--- config.mk ---
export PLATFORM = sky130hd
export DESIGN_NAME = burst_bus_master
export DESIGN_NICKNAME = d
export VERILOG_FILES = /design/src/rtl/bbm_pkg.sv /design/src/rtl/bbm_len_reg.sv /design/src/rtl/bbm_seq.sv /design/src/rtl/burst_bus_master.sv
export SDC_FILE = /design/constraint.sdc
export NUM_CORES = 1
export LEC_CHECK = 0
export ABC_AREA = 1
export ABC_CLOCK_PERIOD_IN_PS = 5150
export BUFFER_PORTS_ARGS = -buffer_cell sky130_fd_sc_hd__buf_2
export CELL_PAD_IN_SITES_DETAIL_PLACEMENT = 1
export CELL_PAD_IN_SITES_GLOBAL_PLACEMENT = 1
export CORE_ASPECT_RATIO = 1.1
export CORE_MARGIN = 2
export CORE_UTILIZATION = 37
export CTS_CLUSTER_DIAMETER = 150
export CTS_CLUSTER_SIZE = 20
export DETAILED_ROUTE_END_ITERATION = 12
export GPL_TIMING_DRIVEN = 1
export PLACE_DENSITY_LB_ADDON = 0.1
export SKIP_CTS_REPAIR_TIMING = 1
export SYNTH_ARGS = -nofsm -noshare
export SYNTH_HDL_FRONTEND = slang
export SYNTH_HIERARCHICAL = 1
export SYNTH_SLANG_ARGS = --single-unit
--- constraint.sdc ---
create_clock -name clk -period 5.15 [get_ports clk]
set_clock_uncertainty 0.2 [all_clocks]
set_input_delay 1.03 -clock clk [delete_from_list [all_inputs] [get_ports clk]]
set_output_delay 1.03 -clock clk [all_outputs]
set_load 0.03 [all_outputs]
--- src/rtl/bbm_pkg.sv ---
package bbm_pkg;

    typedef enum logic [1:0] {
        ST_IDLE = 2'd0,
        ST_ADDR = 2'd1,
        ST_DATA = 2'd2
    } bbm_state_e;

endpackage

--- src/rtl/bbm_len_reg.sv ---
module bbm_len_reg #(
    parameter int LEN_W = 8
) (
    input  logic             clk,
    input  logic             rst_n,
    input  logic             cfg_we,
    input  logic [LEN_W-1:0] cfg_max_len,
    output logic [LEN_W:0]   eff_len
);

    typedef struct packed {
        logic [LEN_W-1:0] len;
    } len_reg_t;

    len_reg_t r_d, r_q;

    always_comb begin
        r_d = r_q;
        if (cfg_we) begin
            r_d.len = cfg_max_len;
        end
        // zero encodes the largest burst
        eff_len = (r_q.len == '0) ? {1'b1, {LEN_W{1'b0}}} : {1'b0, r_q.len};
    end

    always_ff @(posedge clk) begin
        if (!rst_n) begin
            r_q <= '0;
        end else begin
            r_q <= r_d;
        end
    end

endmodule

--- src/rtl/bbm_seq.sv ---
module bbm_seq
    import bbm_pkg::*;
#(
    parameter int ADDR_W = 32,
    parameter int DATA_W = 32,
    parameter int CNT_W  = 16,
    parameter int LEN_W  = 8
) (
    input  logic              clk,
    input  logic              rst_n,
    input  logic [LEN_W:0]    eff_len,
    input  logic              req_valid,
    output logic              req_ready,
    input  logic [ADDR_W-1:0] req_addr,
    input  logic              req_write,
    input  logic [CNT_W-1:0]  req_count,
    output logic              req_done,
    input  logic              bus_ready_i,
    input  logic              bus_bterm_i,
    output logic              bus_ads_o,
    output logic [ADDR_W-1:0] bus_addr_o,
    output logic              bus_write_o,
    output logic              bus_blast_o,
    output logic              in_data
);

    localparam int STEP = DATA_W / 8;
    localparam logic [ADDR_W-1:0] ADDR_STEP = ADDR_W'(STEP);

    typedef struct packed {
        bbm_state_e       state;
        logic [ADDR_W-1:0] addr;
        logic [CNT_W-1:0]  rem;
        logic [LEN_W:0]    blen;
        logic              write;
        logic              done;
    } seq_t;

    seq_t s_d, s_q;

    function automatic logic [LEN_W:0] clamp_len(input logic [CNT_W-1:0] rem,
                                                 input logic [LEN_W:0]   lim);
        if (rem < CNT_W'(lim)) begin
            return (LEN_W+1)'(rem);
        end
        return lim;
    endfunction

    always_comb begin
        s_d      = s_q;
        s_d.done = 1'b0;
        unique case (s_q.state)
            ST_IDLE: begin
                if (req_valid) begin
                    s_d.addr  = req_addr;
                    s_d.rem   = req_count;
                    s_d.write = req_write;
                    s_d.blen  = clamp_len(req_count, eff_len);
                    s_d.state = ST_ADDR;
                end
            end
            ST_ADDR: begin
                s_d.state = ST_DATA;
            end
            ST_DATA: begin
                if (bus_ready_i) begin
                    s_d.addr = s_q.addr + ADDR_STEP;
                    s_d.rem  = s_q.rem - 1'b1;
                    s_d.blen = s_q.blen - 1'b1;
                    if (s_q.rem == CNT_W'(1)) begin
                        s_d.state = ST_IDLE;
                        s_d.done  = 1'b1;
                    end else if (s_q.blen == (LEN_W+1)'(1) || bus_bterm_i) begin
                        s_d.state = ST_ADDR;
                        s_d.blen  = clamp_len(s_q.rem - 1'b1, eff_len);
                    end
                end else if (bus_bterm_i) begin
                    // word not taken: restart at the same address
                    s_d.state = ST_ADDR;
                    s_d.blen  = clamp_len(s_q.rem, eff_len);
                end
            end
            default: begin
                s_d.state = ST_IDLE;
            end
        endcase
    end

    always_ff @(posedge clk) begin
        if (!rst_n) begin
            s_q       <= '0;
            s_q.state <= ST_IDLE;
        end else begin
            s_q <= s_d;
        end
    end

    assign req_ready   = (s_q.state == ST_IDLE);
    assign req_done    = s_q.done;
    assign bus_ads_o   = (s_q.state == ST_ADDR);
    assign in_data     = (s_q.state == ST_DATA);
    assign bus_addr_o  = s_q.addr;
    assign bus_write_o = s_q.write;
    assign bus_blast_o = in_data && (s_q.blen == (LEN_W+1)'(1));

endmodule

--- src/rtl/burst_bus_master.sv ---
module burst_bus_master #(
    parameter int ADDR_W = 32,
    parameter int DATA_W = 32,
    parameter int CNT_W  = 16,
    parameter int LEN_W  = 8
) (
    input  logic              clk,
    input  logic              rst_n,
    input  logic              cfg_we,
    input  logic [LEN_W-1:0]  cfg_max_len,
    input  logic              req_valid,
    output logic              req_ready,
    input  logic [ADDR_W-1:0] req_addr,
    input  logic              req_write,
    input  logic [CNT_W-1:0]  req_count,
    output logic              req_done,
    input  logic [DATA_W-1:0] wr_data_i,
    output logic              wr_pop_o,
    output logic [DATA_W-1:0] rd_data_o,
    output logic              rd_valid_o,
    output logic              bus_ads_o,
    output logic [ADDR_W-1:0] bus_addr_o,
    output logic              bus_write_o,
    output logic              bus_blast_o,
    output logic [DATA_W-1:0] bus_wdata_o,
    input  logic [DATA_W-1:0] bus_rdata_i,
    input  logic              bus_ready_i,
    input  logic              bus_bterm_i
);

    logic [LEN_W:0] eff_len;
    logic           in_data;

    bbm_len_reg #(.LEN_W(LEN_W)) u_len (
        .clk         (clk),
        .rst_n       (rst_n),
        .cfg_we      (cfg_we),
        .cfg_max_len (cfg_max_len),
        .eff_len     (eff_len)
    );

    bbm_seq #(
        .ADDR_W (ADDR_W),
        .DATA_W (DATA_W),
        .CNT_W  (CNT_W),
        .LEN_W  (LEN_W)
    ) u_seq (
        .clk         (clk),
        .rst_n       (rst_n),
        .eff_len     (eff_len),
        .req_valid   (req_valid),
        .req_ready   (req_ready),
        .req_addr    (req_addr),
        .req_write   (req_write),
        .req_count   (req_count),
        .req_done    (req_done),
        .bus_ready_i (bus_ready_i),
        .bus_bterm_i (bus_bterm_i),
        .bus_ads_o   (bus_ads_o),
        .bus_addr_o  (bus_addr_o),
        .bus_write_o (bus_write_o),
        .bus_blast_o (bus_blast_o),
        .in_data     (in_data)
    );

    assign bus_wdata_o = wr_data_i;
    assign wr_pop_o    = in_data && bus_ready_i && bus_write_o;
    assign rd_valid_o  = in_data && bus_ready_i && !bus_write_o;
    assign rd_data_o   = bus_rdata_i;

endmodule

==> flow_metrics.tcl <==
set metrics [dict create \
    vias 6188 \
    end_kind "flip-flop" \
    max_freq_mhz 296 \
    yosysMostFrequentCell "nand2_1" \
    crit_path_start_kind "flip-flop" \
    drt_iter0_drc 337 \
    synth_cells 937 \
    gp_congestion 0.948 \
    ys.flop_type "dfxtp_1" \
    timing.hold.ws_ns 0.287 \
    layout_min_cycle_time_ns 3.38 \
    reg2reg_slack_ns 1.77 \
    n_antenna_cell 0 \
    avgViaCountPerCell 5.47 \
    rsz0062_at_grt "no" \
    hold_path_depth 2 \
    gr-total-overflow 0 \
    postRouteAntennaNets 0 \
    pin_count 230 \
    regToRegStartpoint "u_seq/s_q[60]" \
    root_buffer "clkbuf_16" \
    crit_required_ns 5.17 \
    grt_max_degree 58 \
    hold_class "flip-flop to flip-flop" \
    clock_sinks 69 \
    min_to "u_seq/bus_addr_o[0]" \
    outcome "complete, no violations" \
    clk_pin_slew_ns 0.06 \
    crit_fanout 55 \
    min_from "u_seq/bus_addr_o[0]" \
    synth_top_area_share_pct 22.5 \
    postSynthAreaPerCell_um2 6.56 \
    setup_viol 0 \
    drt-pass1-iter-count 5 \
    setup_tns_ns 0 \
    cts_buffers 9 \
    drv_cap 0 \
    drc 0 \
    initial_utilization_pct 37.7 \
    grt_pass1_wl_um 32900 \
    finalMaxSlewViolations 0 \
    p_leak_nw 2.90 \
    first_global_vias 6327 \
    fillCellCount 2164 \
    ys_top_cells_by_area "dfxtp_1 (22%), nand2_1 (12%), buf_4 (12%), o21ai_0 (6.3%), ha_1 (5.9%)" \
    cts-htree-levels 3 \
    dieArea_um2 17700 \
    async_flop_share_pct 0 \
    path_class "flip-flop to flip-flop" \
    drive_above_1_share_pct 19.1 \
    fin_crit_sh_pct 65.6 \
    die-width_um 127 \
    worstReg2RegEnd "u_seq/bus_addr_o[30]" \
    port_buffers 101 \
    relSlewSlack_pct 42.5 \
    syn-num-nets 1093 \
    synth_area_um2 6150 \
    area_growth_pct 4.58 \
    gr-usage-all-layers_pct 23.6 \
    routed_wl_um 20900 \
    synth_cell_types 46 \
    cts_tree "yes" \
    rows 49 \
    hold_viol_final 0 \
    p_per_area_nw_per_um2 393 \
    ir_drop_v 0.000183 \
    synth_top_area_cell "dfxtp_1" \
    clk_latency_ns 0.35 \
    synth-edff-count 0 \
    hpwl_um 16100 \
    wire_per_inst_um 18.4 \
    ys_seq_area_share_pct 22.5 \
    ys_top_cells_by_count "nand2_1 (204), buf_4 (96), nor2_1 (81)" \
    r2r_cells 9 \
    core_area_um2 16300 \
    ys_warn_count 6 \
    worst_pin_slew_ns 0.861 \
    critPathArrivalTime_ns 3.40 \
    cts_max_path_buffers 2 \
    antenna_found_initial 0 \
    ys_seq_elements 69 \
    layout.nets 1078 \
    die_y_um 139 \
    p_total_mw 2.53 \
]
through the flow:
step	instances	util (%)	area, µm²	worst slack [ns]
after detailed placement	1115	37.3	6080	1.56
final	1131	39.4	6430	1.77
after CTS	1131	39.4	6430	1.77
after global placement	1115	37.3	6080	1.70
after floorplan	937	-	6150	2.32
after global routing	1131	39.4	6430	1.45
power by group:
group	internal, mW	switching (mW)	leakage, nW	total (mW)
Combinational	0.330	0.731	2.16	1.06
Sequential	0.610	0.104	0.571	0.715
Clock	0.489	0.263	0.166	0.751
Total	1.43	1.10	2.90	2.53
critical path: stages (launching register included):
cell and delay [ns]:
dfxtp_1 0.33, inv_1 0.14, nor2_4 0.04, inv_1 0.52, nor2_2 0.15, nor2_1 0.63, inv_2 0.56, buf_4 0.39
o21ai_0 0.20, a31oi_1 0.06
flip-flops by register name (all words and copies together) (netlist names):
register,cells
u_len/r_q,8
u_seq/bus_addr_o,32
u_seq/req_done,1
u_seq/s_q,27
u_seq/bus_write_o,1
layout make-up:
| cell class | count | area [µm²] | area share, % |
|---|---|---|---|
| inverters | 86 | 323 | 5.02 |
| well taps | 204 | 255 | 3.97 |
| flip-flops and latches | 69 | 1380 | 21.5 |
| clock buffers | 11 | 243 | 3.78 |
| multi-input cells | 650 | 3580 | 55.7 |
| repair buffers | 106 | 543 | 8.45 |
| clock inverters | 5 | 106 | 1.65 |
worst max-delay path by stage:
stage / from / end / slack [ns]
floorplan: u_seq/s_q[60] / rd_valid_o / 2.32
global placement: req_valid / u_seq/bus_addr_o[7] / 1.70
detailed placement: req_valid / u_seq/s_q[23] / 1.56
CTS: u_seq/s_q[60] / u_seq/bus_addr_o[31] / 1.77
global route: u_seq/s_q[60] / u_seq/s_q[20] / 1.45
finish: u_seq/s_q[60] / u_seq/bus_addr_o[30] / 1.77
metal layers:
layer	routed length [µm]	track usage (%)
met5	0	0
met4	895	12.3
met3	829	3.20
met1	8790	27.8
met2	10300	41.5
logic make-up (layout without fill, tap and decap cells):
logic type               after synthesis  in the layout  share of synthesized area (%)
buffers and inverters                218            208                           19.5
flip-flops                            69             69                           22.5
XOR/XNOR                              22             22                           3.13
adder cells (fa/ha/maj)               29             29                           5.90
AND/OR/NAND/NOR                      409            409                           31.4
AO/OA/AOI/OAI                        190            190                           17.6
cells in the final DEF (no fill, tap or decap), drive strengths merged, types with 2 or more instances in the layout:
master  count
inv        87
buf       106
xnor2       2
nor4        8
a31oi      44
nand3      46
ha         29
xor2       20
nor3       14
nand3b      4
o21bai      2
dfxtp      69
o21ai      82
clkbuf     11
nand2     216
nor2      100
a211oi      2
a221oi      4
o21a        3
o211ai      9
a21oi      39
nand4      18
bufinv      3
Power figures use the tool's default switching activity.
